--- src/rtl/cbt_pkg.sv ---
package cbt_pkg;

    localparam int FLD_W   = 3;
    localparam int SJW_W   = 2;
    localparam int LEN_W   = 5;
    localparam int MIN_TQ  = 8;
    localparam int PH2_MIN = 2;

    typedef enum logic [2:0] {
        SEG_IDLE = 3'd0,
        SEG_SYNC = 3'd1,
        SEG_PROP = 3'd2,
        SEG_PH1  = 3'd3,
        SEG_PH2  = 3'd4
    } seg_e;

    typedef struct packed {
        logic [LEN_W-1:0] prop;
        logic [LEN_W-1:0] ph1;
        logic [LEN_W-1:0] ph2;
        logic [LEN_W-1:0] sjw;
    } seg_cfg_t;

    // Turn raw length-minus-one fields into legal quantum counts.
    function automatic seg_cfg_t clamp_cfg(input logic [FLD_W-1:0] p,
                                           input logic [FLD_W-1:0] a,
                                           input logic [FLD_W-1:0] b,
                                           input logic [SJW_W-1:0] j);
        seg_cfg_t c;
        int       floor_v;
        c.ph1 = LEN_W'(a) + LEN_W'(1);
        c.ph2 = LEN_W'(b) + LEN_W'(1);
        if (int'(c.ph2) < PH2_MIN) c.ph2 = LEN_W'(PH2_MIN);
        c.sjw  = LEN_W'(j) + LEN_W'(1);
        c.prop = LEN_W'(p) + LEN_W'(1);
        floor_v = MIN_TQ - 1 - int'(c.ph1) - int'(c.ph2);
        if (int'(c.prop) < floor_v) c.prop = LEN_W'(floor_v);
        return c;
    endfunction

endpackage

--- src/rtl/cbt_cfg_clamp.sv ---
module cbt_cfg_clamp
    import cbt_pkg::*;
(
    input  logic [FLD_W-1:0] prop_f,
    input  logic [FLD_W-1:0] ph1_f,
    input  logic [FLD_W-1:0] ph2_f,
    input  logic [SJW_W-1:0] sjw_f,
    output seg_cfg_t         cfg
);

    always_comb begin
        cfg = clamp_cfg(prop_f, ph1_f, ph2_f, sjw_f);
    end

endmodule

--- src/rtl/cbt_prescaler.sv ---
module cbt_prescaler #(
    parameter int BRP_W = 6
) (
    input  logic             clk,
    input  logic             rst,
    input  logic             run,
    input  logic             restart,
    input  logic [BRP_W-1:0] brp,
    output logic             tick
);

    localparam int PC_W = BRP_W + 1;

    logic [PC_W-1:0] pcnt_q;
    logic [PC_W-1:0] last_cnt;

    // Last count of a quantum is 2*(brp+1)-1 = 2*brp+1.
    assign last_cnt = {brp, 1'b1};
    assign tick     = run && !restart && (pcnt_q >= last_cnt);

    always_ff @(posedge clk) begin
        if (rst || restart || !run) begin
            pcnt_q <= '0;
        end else if (tick) begin
            pcnt_q <= '0;
        end else begin
            pcnt_q <= pcnt_q + PC_W'(1);
        end
    end

    assert_tick_gap_R1: assert property (@(posedge clk) disable iff (rst)
        tick |=> !tick);

endmodule

--- src/rtl/cbt_bit_seq.sv ---
module cbt_bit_seq
    import cbt_pkg::*;
#(
    parameter int IDLE_BITS = 11
) (
    input  logic     clk,
    input  logic     rst,
    input  seg_cfg_t cfg,
    input  logic     rx,
    input  logic     tick,
    output logic     restart,
    output logic     running,
    output seg_e     seg,
    output logic     sample_o,
    output logic     sample_bit_o,
    output logic     bit_start_o
);

    localparam int RC_W = $clog2(IDLE_BITS + 1);

    seg_e             seg_q;
    logic [LEN_W-1:0] q_q;
    logic [LEN_W-1:0] ext_q;
    logic [LEN_W-1:0] shrink_q;
    logic             used_q;
    logic [RC_W-1:0]  rec_q;
    logic             rx_prev_q;
    logic             sample_q;
    logic             sbit_q;
    logic             bstart_q;

    logic             fall;
    logic             hsync;
    logic             late_hit;
    logic             early_hit;
    logic             early_end;
    logic [LEN_W-1:0] e_late;
    logic [LEN_W-1:0] adj_late;
    logic [LEN_W-1:0] e_early;
    logic [LEN_W-1:0] ph1_len;
    logic [LEN_W-1:0] ph2_len;
    logic [LEN_W-1:0] cur_len;
    logic [RC_W-1:0]  rec_inc;

    assign fall      = rx_prev_q && !rx;
    assign running   = (seg_q != SEG_IDLE);
    assign hsync     = !running && fall;
    assign late_hit  = fall && !used_q && ((seg_q == SEG_PROP) || (seg_q == SEG_PH1));
    assign early_hit = fall && !used_q && (seg_q == SEG_PH2);

    // Phase error of a late edge: quanta spent after the sync segment, plus one.
    assign e_late   = ((seg_q == SEG_PROP) ? q_q : (cfg.prop + q_q)) + LEN_W'(1);
    assign adj_late = (e_late > cfg.sjw) ? cfg.sjw : e_late;
    // Phase error of an early edge: quanta of phase 2 still to run.
    assign e_early   = cfg.ph2 - q_q;
    assign early_end = early_hit && (e_early <= cfg.sjw);
    assign restart   = hsync || early_end;

    assign ph1_len = cfg.ph1 + (late_hit ? adj_late : ext_q);
    assign ph2_len = cfg.ph2 - (early_hit ? cfg.sjw : shrink_q);
    assign rec_inc = (rec_q == RC_W'(IDLE_BITS)) ? rec_q : rec_q + RC_W'(1);

    always_comb begin
        case (seg_q)
            SEG_SYNC: cur_len = LEN_W'(1);
            SEG_PROP: cur_len = cfg.prop;
            SEG_PH1:  cur_len = ph1_len;
            SEG_PH2:  cur_len = ph2_len;
            default:  cur_len = LEN_W'(1);
        endcase
    end

    always_ff @(posedge clk) begin
        if (rst) begin
            seg_q     <= SEG_IDLE;
            q_q       <= '0;
            ext_q     <= '0;
            shrink_q  <= '0;
            used_q    <= 1'b0;
            rec_q     <= '0;
            rx_prev_q <= 1'b1;
            sample_q  <= 1'b0;
            sbit_q    <= 1'b1;
            bstart_q  <= 1'b0;
        end else begin
            rx_prev_q <= rx;
            sample_q  <= 1'b0;
            bstart_q  <= 1'b0;
            if (restart) begin
                seg_q    <= SEG_SYNC;
                q_q      <= '0;
                ext_q    <= '0;
                shrink_q <= '0;
                used_q   <= 1'b0;
                bstart_q <= 1'b1;
                if (hsync) rec_q <= '0;
            end else if (running) begin
                if (late_hit) begin
                    ext_q  <= adj_late;
                    used_q <= 1'b1;
                end
                if (early_hit) begin
                    shrink_q <= cfg.sjw;
                    used_q   <= 1'b1;
                end
                if (tick) begin
                    if (q_q >= cur_len - LEN_W'(1)) begin
                        q_q <= '0;
                        case (seg_q)
                            SEG_SYNC: seg_q <= SEG_PROP;
                            SEG_PROP: seg_q <= SEG_PH1;
                            SEG_PH1: begin
                                seg_q    <= SEG_PH2;
                                sample_q <= 1'b1;
                                sbit_q   <= rx;
                                rec_q    <= rx ? rec_inc : '0;
                            end
                            default: begin
                                ext_q    <= '0;
                                shrink_q <= '0;
                                used_q   <= 1'b0;
                                if (rec_q >= RC_W'(IDLE_BITS)) begin
                                    seg_q <= SEG_IDLE;
                                    rec_q <= '0;
                                end else begin
                                    seg_q    <= SEG_SYNC;
                                    bstart_q <= 1'b1;
                                end
                            end
                        endcase
                    end else begin
                        q_q <= q_q + LEN_W'(1);
                    end
                end
            end
        end
    end

    assign seg          = seg_q;
    assign sample_o     = sample_q;
    assign sample_bit_o = sbit_q;
    assign bit_start_o  = bstart_q;

    assert_sample_width_R4: assert property (@(posedge clk) disable iff (rst)
        sample_q |=> !sample_q);

    assert_sample_point_R4: assert property (@(posedge clk) disable iff (rst)
        sample_q |-> (seg_q == SEG_PH2) && ($past(seg_q) == SEG_PH1));

    assert_start_width_R5: assert property (@(posedge clk) disable iff (rst)
        bstart_q |=> !bstart_q);

    assert_start_in_sync_R5: assert property (@(posedge clk) disable iff (rst)
        bstart_q |-> (seg_q == SEG_SYNC));

    assert_seg_order_R2: assert property (@(posedge clk) disable iff (rst)
        ((seg_q == SEG_PH1) && ($past(seg_q) != SEG_PH1)) |-> ($past(seg_q) == SEG_PROP));

    assert_hard_sync_R7: assert property (@(posedge clk) disable iff (rst)
        ((seg_q == SEG_IDLE) && rx_prev_q && !rx) |=> ((seg_q == SEG_SYNC) && bstart_q));

    assert_idle_quiet_R6: assert property (@(posedge clk) disable iff (rst)
        (seg_q == SEG_IDLE) |-> (!sample_q && !bstart_q));

endmodule

--- src/rtl/can_bit_timer.sv ---
module can_bit_timer
    import cbt_pkg::*;
#(
    parameter int BRP_W     = 6,
    parameter int IDLE_BITS = 11
) (
    input  logic             clk,
    input  logic             rst,
    input  logic [BRP_W-1:0] brp_i,
    input  logic [2:0]       prop_i,
    input  logic [2:0]       ph1_i,
    input  logic [2:0]       ph2_i,
    input  logic [1:0]       sjw_i,
    input  logic             rx_i,
    output logic             sample_o,
    output logic             sample_bit_o,
    output logic             bit_start_o,
    output logic [2:0]       seg_o
);

    seg_cfg_t cfg;
    logic     tick;
    logic     restart;
    logic     running;
    seg_e     seg;

    cbt_cfg_clamp u_clamp (
        .prop_f (prop_i),
        .ph1_f  (ph1_i),
        .ph2_f  (ph2_i),
        .sjw_f  (sjw_i),
        .cfg    (cfg)
    );

    cbt_prescaler #(.BRP_W(BRP_W)) u_presc (
        .clk     (clk),
        .rst     (rst),
        .run     (running),
        .restart (restart),
        .brp     (brp_i),
        .tick    (tick)
    );

    cbt_bit_seq #(.IDLE_BITS(IDLE_BITS)) u_seq (
        .clk          (clk),
        .rst          (rst),
        .cfg          (cfg),
        .rx           (rx_i),
        .tick         (tick),
        .restart      (restart),
        .running      (running),
        .seg          (seg),
        .sample_o     (sample_o),
        .sample_bit_o (sample_bit_o),
        .bit_start_o  (bit_start_o)
    );

    assign seg_o = seg;

endmodule

--- config.mk ---
export PLATFORM = sky130hd
export DESIGN_NAME = can_bit_timer
export DESIGN_NICKNAME = d
export VERILOG_FILES = /design/src/rtl/cbt_pkg.sv /design/src/rtl/cbt_cfg_clamp.sv /design/src/rtl/cbt_prescaler.sv /design/src/rtl/cbt_bit_seq.sv /design/src/rtl/can_bit_timer.sv
export SDC_FILE = /design/constraint.sdc
export NUM_CORES = 1
export LEC_CHECK = 0
export BUFFER_PORTS_ARGS = -buffer_cell sky130_fd_sc_hd__buf_2
export CORE_ASPECT_RATIO = 0.7
export CORE_MARGIN = 4
export CORE_UTILIZATION = 55
export CTS_BUF_LIST = sky130_fd_sc_hd__clkbuf_8
export CTS_CLUSTER_SIZE = 40
export DETAILED_ROUTE_END_ITERATION = 12
export PLACE_DENSITY = 0.82
export SLEW_MARGIN = 10
export SYNTH_ARGS = -nofsm -noshare
export SYNTH_HDL_FRONTEND = slang
export SYNTH_SLANG_ARGS = --single-unit
--- constraint.sdc ---
create_clock -name clk -period 18.8 [get_ports clk]
set_clock_uncertainty 0.1 [all_clocks]
set_input_delay 2.82 -clock clk [delete_from_list [all_inputs] [get_ports clk]]
set_output_delay 2.82 -clock clk [all_outputs]
set_load 0.05 [all_outputs]
## Word-level counts from Yosys, hierarchy flattened

Cells that the tools add are included.

- Input bits: 20
- Flip-flop bits (word level): 34
- Output and inout port bits: 6
- Word-level logic and storage cells: 118

- Add/subtract/negate cells: 15
- Muxes and demuxes: 41
- Eq/ne operators: 8
- Bitwise logic cells: 4
- Reductions and logical operators: 31
- Magnitude comparators: 7

Operators with widths:

| kind | number |
|---|---|
| two-way mux 5 bit | 13 |
| less-than comparator 6 x 32 -> 1 bit | 1 |
| two-way mux 4 bit | 8 |
| subtractor 32 x 6 -> 32 bit | 1 |
| two-way mux 1 bit | 17 |
| one-hot mux 5 bit (3 select lines) | 1 |
| adder 3 x 1 -> 4 bit (second input constant) | 3 |
| adder 5 x 1 -> 5 bit (second input constant) | 2 |
| subtractor 5 bit | 2 |
| one-hot mux 3 bit (3 select lines) | 1 |
| logical AND 1 bit | 8 |
| one-hot mux 4 bit (2 select lines) | 1 |
| adder 7 x 1 -> 7 bit (second input constant) | 1 |
| >= comparator 7 bit | 1 |
| AND reduction 7 bit | 1 |
| == test 3 x 2 -> 1 bit (second input constant) | 2 |
| AND reduction 3 bit | 2 |
| nonzero test 2 bit | 3 |
| nonzero test 3 bit | 2 |
| OR reduction 2 bit | 3 |
| subtractor 3 x 5 -> 6 bit (first input constant) | 1 |
| adder 4 x 5 -> 5 bit | 1 |
| adder 5 bit | 1 |
| >= comparator 5 bit | 1 |
| other kinds (19) | 29 |

## Longest topological paths before layout

Gate-level depths: netlist of the first run.

- Word-level depth: 20
- Depth in mapped cells: 46
- Mapped depth without buffers: 45

## Cells and area by module

Synthesis of the first run repeated with hierarchy kept, for this count alone.

- Cell total of the unflattened synthesis: 449
- Area, all modules: 3598.5 µm²

By module, submodules not included:

| module | area an instance (µm²) | instances | cells an instance | sequential area each (µm²) |
|---|---|---|---|---|
| cbt_bit_seq | 2651.3 | 1 | 341 | 540.5 |
| cbt_cfg_clamp | 496.7 | 1 | 57 | 0.0 |
| cbt_prescaler | 450.4 | 1 | 51 | 140.1 |

## Least setup slack after synthesis of the first run

Ideal clock, no wire load.

- Path type: in2reg
- Start point: input ph2_i[0]
- End point: register u_seq.rec_q[2]
- Setup slack: 6307 ps
- Data required time: 18578 ps
- Setup time: 122 ps
- Arrival time: 12271 ps
- Stages: 42
- Buffers on the path: 1
- Cell sequence: ha_1 > xnor2_1 > a21oi_1 > ha_1 > a221oi_1 > a21oi_1 > nand2_1 > nand2_1 > ha_1 > nor4b_1 > nand4_1 > nor4_1 > a31oi_2 > mux2i_1 > ha_1 > inv_1 > fa_1 > a21oi_1 > [6 not listed] > o32ai_2 > mux2_2 > o21ai_0 > ha_1 > fa_1 > a222oi_1 > ha_1 > inv_1 > or3b_1 > xor2_1 > ha_1 > nand2_1 > o21ai_0 > o211ai_4 > or3_1 > buf_2 > and3_4 > a221o_1

- Word-level cells in the longest chain between the ends: 18
- Elaborated cells on any way between the ends: 33
- Those cells by class: add/sub (8); order compare (5); eq/ne (3); mux (7); reduce/logical (10)

RTL lines:

| item | line | source |
|---|---|---|
| start, declared | can_bit_timer.sv:12 | `input logic [2:0] ph2_i,` |
| adder 3 x 1 -> 4 bit (*) | cbt_pkg.sv:32 | `c.ph2 = LEN_W'(b) + LEN_W'(1);` |
| less-than comparator 5 x 2 -> 1 bit | cbt_pkg.sv:33 | `if (int'(c.ph2) < PH2_MIN) c.ph2 = LEN_W'(PH2_MIN);` |
| two-way mux 5 bit (*) | cbt_pkg.sv:33 |  |
| subtractor 32 x 6 -> 32 bit | cbt_pkg.sv:36 | `floor_v = MIN_TQ - 1 - int'(c.ph1) - int'(c.ph2);` |
| less-than comparator 6 x 32 -> 1 bit | cbt_pkg.sv:37 | `if (int'(c.prop) < floor_v) c.prop = LEN_W'(floor_v);` |
| two-way mux 5 bit | cbt_pkg.sv:37 |  |
| adder 5 bit | cbt_bit_seq.sv:52 | `assign e_late = ((seg_q == SEG_PROP) ? q_q : (cfg.prop + q_q)) + LEN_W'(1);` |
| two-way mux 5 bit | cbt_bit_seq.sv:52 |  |
| [2 not listed] | -- |  |
| two-way mux 5 bit | cbt_bit_seq.sv:53 | `assign adj_late = (e_late > cfg.sjw) ? cfg.sjw : e_late;` |
| two-way mux 5 bit | cbt_bit_seq.sv:59 | `assign ph1_len = cfg.ph1 + (late_hit ? adj_late : ext_q);` |
| adder 4 x 5 -> 5 bit | cbt_bit_seq.sv:59 |  |
| one-hot mux 5 bit (3 select lines) | cbt_bit_seq.sv:64 | `case (seg_q)` |
| subtractor 5 x 1 -> 5 bit | cbt_bit_seq.sv:107 | `if (q_q >= cur_len - LEN_W'(1)) begin` |
| >= comparator 5 bit | cbt_bit_seq.sv:107 |  |
| nonzero test 2 bit (no source line) | -- |  |
| AND reduction 7 bit (no source line) | -- |  |
| end signal, assigned | cbt_bit_seq.sv:116 | `rec_q <= rx ? rec_inc : '0;` |
| end, declared | cbt_bit_seq.sv:26 | `logic [RC_W-1:0] rec_q;` |

Mark *: on every way between the ends. The rest lies on a longest branch, timed or not.
A chain may end at the register's enable or synchronous reset.

## Worst setup path in the final report of the first run

Same ends and word-level chain as after synthesis.

==> impl_metrics.json, run 1 <==
{
  "via_per_inst": 5.80,
  "clkPwrFrac_pct": 28.1,
  "final_common_cell": "ha_1",
  "swShare_pct": 34.5,
  "worstRegToRegCells": 25,
  "final-max-slew-violation-count": 0,
  "syn_nets": 487,
  "yosys_warnings": 0,
  "fill_cells": 509,
  "post_drt_wl_per_cell_um": 15.5,
  "slew_headroom_pct": 53.1,
  "vdd_drop_max_mv": 0.0461,
  "p_per_area_mw_per_mm2": 61.1,
  "place_congestion": 0.972,
  "ant_nets": 0,
  "status": "complete, no violations",
  "setup_viol": 0,
  "synth_ff_type": "dfxtp_1",
  "r2r-start": "u_seq.seg[1]$_SDFFE_PP0P_",
  "syn_area_mm2": 0.00334,
  "cts.sinks": 34,
  "final_cell_mix": "ha_1, inv_1, nand2_1",
  "hold_viol": 0,
  "crit_slowest_cell": "xnor2_1",
  "whs_path_depth": 2,
  "die_area_mm2": 0.00741,
  "dp_hpwl_um": 6510,
  "worst_setup_path_start_kind": "input port",
  "grtUsageTotal_pct": 22.8,
  "areaGrowthSynthToFinish_pct": 8.79,
  "synth-xor-area-share_pct": 9.43,
  "tritoncts": "built",
  "worst_slew_pin_slew_ns": 0.700,
  "start_util_pct": 57.5,
  "ys_async_sr_fraction_pct": 0,
  "crit_required_ns": 18.87,
  "power_frac_seq_pct": 33.1,
  "syn_inst": 408,
  "avgSynthCellArea_um2": 8.19,
  "yosys.area_share.simple_pct": 19.0,
  "p_int_mw": 0.145,
  "synth_top_family_by_area": "adder cells",
  "synth_top_area_share_pct": 20.4,
  "htreeDepth": 2,
  "critPathMaxFanout": 7,
  "portBuffers": 25,
  "clk_latency_ns": 0.29,
  "io_pins": 26,
  "synth-seq-area-share_pct": 20.4,
  "wl_met3_um": 528,
  "rsz0062_at_grt": "false",
  "gr-total-overflow": 0,
  "critical_path_arrival_ns": 13.78,
  "dr.first_iter.drc_count": 274,
  "worst_path_largest_cell_delay_ns": 0.55,
  "ys_ff_latch": 34,
  "synth_area_leader_cell": "dfxtp_1",
  "hp-class": "reg -> reg",
  "die_y_um": 73.2,
  "cts_resized": 0,
  "synth_compound_area_share_pct": 17.9,
  "min_period_ns": 13.71,
  "whs_endpoint": "u_seq.shrink_q[3]$_SDFFE_PP0P_",
  "antenna_found_initial": 0,
  "clockRootBuffer": "clkbuf_8",
  "antenna_cells": 0,
  "path_clk_slew_ns": 0.07,
  "top_layer": "met4",
  "synthMuxAreaShare_pct": 3.14,
  "fmax_mhz": 73.0,
  "postCtsSetupRepairBufs": 0,
  "drtPass1Iterations": 6,
  "cap_viol_max_count": 0,
  "rows": 23,
  "setup.worst_path.end_class": "flip-flop",
  "layout-drive-gt1-share_pct": 11.3,
  "setup-tns-final_ns": 0,
  "ys_top_cells_by_area": "dfxtp_1, ha_1, xnor2_1",
  "r2r_end": "u_seq.rec_q[2]$_SDFFE_PP0P_",
  "p_comb_share_pct": 38.8,
  "clock_path_buffers": 2,
  "wl_met1_um": 3950,
  "cts_buffers": 5,
  "p_sw_mw": 0.0767,
  "whs_ns": 0.354,
  "holdBufCountCts": 0,
  "finalWirelength_um": 7880,
  "grt_pass1_wl_um": 13400,
  "holdCritStartpoint": "u_seq.shrink_q[3]$_SDFFE_PP0P_",
  "grt_pass1_vias": 2782,
  "crit_top_cell": "ha_1",
  "synth_fa_ha_area_share_pct": 24.1,
  "synth_cell_types": 59,
  "fin_nets": 512,
  "power_leakage_nw": 1.65,
  "r2r_slack_ns": 10.69,
  "path_class": "in -> reg",
  "synth_edf_count": 0,
  "num_vias": 2950,
  "drt_drc_violations_left": 0,
  "fin_crit_sh_pct": 72.9,
  "grt_max_degree": 15,
  "fp.coreArea_mm2": 0.00581,
  "die_w_um": 101,
  "wl_met2_um": 3310
}
## cells in the mapped netlist (all sizes together), types with 2 or more instances
library cell / instances
a2111oi: 2
a21o: 12
a21oi: 31
a31oi: 3
and2: 6
and3: 5
buf: 2
clkbuf: 5
dfxtp: 34
fa: 5
ha: 54
inv: 44
maj3: 3
mux2: 4
mux2i: 6
nand2: 35
nand2b: 5
nand3: 15
nand4: 3
nor2: 34
nor2b: 3
nor3: 4
nor3b: 2
nor4: 4
nor4b: 2
o211ai: 3
o21a: 2
o21ai: 18
o21bai: 3
o221ai: 2
o22ai: 3
o41ai: 2
or2: 2
or3: 4
or3b: 2
xnor2: 20
xor2: 13
## through the flow
stage / power, mW / instance area, um^2 / utilization, % / std cells / worst slack [ns]
after floorplan: 0.137 / 3340 / - / 408 / 6.31
after global placement: 0.153 / 3530 / 60.7 / 501 / 5.48
after detailed placement: 0.158 / 3530 / 60.7 / 501 / 4.97
after CTS: 0.221 / 3640 / 62.6 / 509 / 5.24
after global routing: 0.238 / 3640 / 62.6 / 509 / 4.51
final: 0.222 / 3640 / 62.6 / 509 / 5.09
## layer usage
layer  vias to the layer above  GRT usage, %
met5                         -             0
met4                         0          6.19
met3                        12          4.97
met2                        91          32.7
met1                      1361          34.2
li1                       1486             -
## critical path: cells and delay by family
kind	cells	cell delay, ns
AOI/OAI and AO/OA	14	3.34
xor gates and xnor gates	2	0.70
adders and majority gates	11	3.46
buffers and inverters	3	0.23
muxes	2	0.65
and+or+nand+nor	10	2.56
## flip-flops by register name, indices dropped and copies added (netlist names)
register	flops
u_seq.q_q	5
u_seq.rx_prev_q	1
u_seq.rec_q	4
u_seq.bit_start_o	1
u_seq.used_q	1
u_presc.pcnt_q	7
u_seq.shrink_q	5
u_seq.sample_bit_o	1
u_seq.sample_o	1
u_seq.ext_q	5
u_seq.seg	3
## cells by family after synthesis
family                     Yosys count
buffers and inverters               51
AOI/OAI and AO/OA                   89
adders and majority gates           62
xor gates and xnor gates            33
muxes                               10
DFF                                 34
and+or+nand+nor                    129
## cell type report
type / count / area [um^2] / area share, %
tap: 75 / 93.8 / 2.58
multi-input combinational: 323 / 2460 / 67.7
clock buffer: 8 / 110 / 3.03
timing repair buffer: 25 / 125 / 3.44
sequential: 34 / 681 / 18.7
inverter: 44 / 165 / 4.54
## worst max-delay path by stage
stage	startpoint	to	slack, ns	depth (start not counted)
2_1_floorplan	ph2_i[0]	u_seq.rec_q[2]$_SDFFE_PP0P_	6.31	42
3_3_place_gp	ph2_i[0]	u_seq.rec_q[2]$_SDFFE_PP0P_	5.48	42
3_5_place_dp	ph2_i[0]	u_seq.rec_q[2]$_SDFFE_PP0P_	4.97	42
4_1_cts	ph2_i[0]	u_seq.rec_q[2]$_SDFFE_PP0P_	5.24	42
5_1_grt	ph2_i[0]	u_seq.rec_q[2]$_SDFFE_PP0P_	4.51	42
6_report	ph2_i[0]	u_seq.rec_q[2]$_SDFFE_PP0P_	5.09	42
## power by group through the flow
stage	registers, mW	logic (mW)	clock network [mW]
global placement	0.0751	0.0783	0
finish	0.0735	0.0861	0.0625
floorplan	0.0758	0.0614	0
detailed placement	0.0751	0.0833	0
CTS	0.0735	0.0844	0.0636
global route	0.0736	0.0958	0.0685
No activity file was read; power rests on OpenSTA's default activity.
==> inputs of run 2 (changes only) <==
==> constraint.sdc (replaced) <==
create_clock -name clk -period 13.9 [get_ports clk]
set_clock_uncertainty 0.1 [all_clocks]
set_input_delay 2.085 -clock clk [delete_from_list [all_inputs] [get_ports clk]]
set_output_delay 2.085 -clock clk [all_outputs]
set_load 0.05 [all_outputs]
==> impl_metrics.json, run 2 (same netlist as run 1, synthesis figures left out) <==
{
  "via_per_inst": 5.78,
  "fp.coreArea_mm2": 0.00581,
  "grtUsageTotal_pct": 22.7,
  "cts_buffers": 5,
  "cap_viol_max_count": 0,
  "finalWirelength_um": 8000,
  "setup.worst_path.end_class": "flip-flop",
  "num_vias": 2943,
  "worst_path_largest_cell_delay_ns": 0.56,
  "antenna_found_initial": 0,
  "fill_cells": 510,
  "holdBufCountCts": 0,
  "whs_ns": 0.361,
  "post_drt_wl_per_cell_um": 15.7,
  "die_w_um": 101,
  "final-max-slew-violation-count": 0,
  "antenna_cells": 0,
  "fin_crit_sh_pct": 93.2,
  "crit_required_ns": 13.98,
  "use_met1_pct": 34.1,
  "rows": 23,
  "gr-total-overflow": 0,
  "final_common_cell": "ha_1",
  "io_pins": 26,
  "crit_top_cell": "ha_1",
  "drt_drc_violations_left": 0,
  "clk_latency_ns": 0.29,
  "grt_pass1_wl_um": 13400,
  "power_leakage_nw": 1.65,
  "r2r-start": "u_seq.seg[1]$_SDFFE_PP0P_",
  "cts.sinks": 34,
  "portBuffers": 25,
  "critPathMaxFanout": 7,
  "crit_slowest_cell": "xnor2_1",
  "place_congestion": 0.972,
  "start_util_pct": 57.5,
  "setup-tns-final_ns": 0,
  "htreeDepth": 2,
  "startpoint": "ph2_i[0]",
  "slew_headroom_pct": 51.0,
  "use_met3_pct": 4.87,
  "tritoncts": "built",
  "cts_resized": 0,
  "holdCritStartpoint": "u_seq.shrink_q[3]$_SDFFE_PP0P_",
  "grt_pass1_vias": 2769,
  "rsz0062_at_grt": "false",
  "areaGrowthSynthToFinish_pct": 8.76,
  "hold_viol": 0,
  "final_cell_mix": "ha_1, inv_1, nand2_1",
  "drtPass1Iterations": 5,
  "path_class": "in -> reg",
  "die_area_mm2": 0.00741,
  "worst_slew_pin_slew_ns": 0.732,
  "hp-class": "reg -> reg",
  "dr.first_iter.drc_count": 233,
  "clockRootBuffer": "clkbuf_8",
  "gr-usage-met2_pct": 33.0,
  "fmax_mhz": 77.2,
  "postCtsSetupRepairBufs": 0,
  "grt-busiest-layer": "met1",
  "setup_viol": 0,
  "vdd_drop_max_mv": 0.0600,
  "min_period_ns": 12.95,
  "ant_nets": 0,
  "die_y_um": 73.2,
  "largest_register_ffs": 7,
  "worst_setup_path_start_kind": "input port",
  "dp_hpwl_um": 6560,
  "p_per_area_mw_per_mm2": 83.7,
  "clock_path_buffers": 2,
  "path_clk_slew_ns": 0.08,
  "grt_max_degree": 15,
  "fin_nets": 512,
  "status": "complete, no violations",
  "regMostFlops": "u_presc.pcnt_q",
  "layout-drive-gt1-share_pct": 11.3,
  "critical_path_arrival_ns": 13.03
}
[run 2: final timing paths]
check	end	slack [ns]	cells past startpoint
worst min register to register	u_seq.shrink_q[3]$_SDFFE_PP0P_	0.36	2
worst max-delay path	u_seq.rec_q[2]$_SDFFE_PP0P_	0.95	42
worst max register to register	u_seq.rec_q[2]$_SDFFE_PP0P_	5.82	25
worst min-delay path	u_seq.shrink_q[3]$_SDFFE_PP0P_	0.36	2
[run 2: final cells by class]
cell class	count	area (um^2)	share of cell area [%]
clock inverter	3	40.0	1.10
multi-input combinational	323	2460	67.7
timing repair buffer	25	125	3.44
inverter	44	165	4.54
tap	75	93.8	2.58
sequential	34	681	18.7
clock buffer	5	68.8	1.89
[run 2: critical path: cells and delay by family]
family / cells / cell delay (ns)
fa+ha+maj: 11 / 3.45
compound gates: 14 / 3.28
simple gates: 10 / 2.59
xor+xnor: 2 / 0.71
mux: 2 / 0.65
buf+inv: 3 / 0.23
[run 2: power breakdown]
group | switching [mW] | total, mW | leakage, nW | internal [mW]
clock network | 0.0356 | 0.0884 | 0.0579 | 0.0527
registers | 0.00122 | 0.0994 | 0.275 | 0.0982
logic | 0.0680 | 0.116 | 1.32 | 0.0485
total | 0.105 | 0.304 | 1.65 | 0.199
[run 2: routing by layer]
layer,vias up,part of all wire [%]
met1,1374,50
met4,0,1.3
met3,14,6.3
li1,1477,-
met2,78,42
met5,-,0
[run 2: through the flow]
stage / cells / utilization [%] / instance area [um^2] / power, mW / setup slack (ns)
6_report: 509 / 62.5 / 3640 / 0.304 / 0.951
5_1_grt: 509 / 62.5 / 3640 / 0.325 / 0.402
4_1_cts: 509 / 62.5 / 3640 / 0.303 / 1.11
3_5_place_dp: 501 / 60.7 / 3530 / 0.215 / 0.834
3_3_place_gp: 501 / 60.7 / 3530 / 0.208 / 1.32
2_1_floorplan: 408 / - / 3340 / 0.186 / 2.14
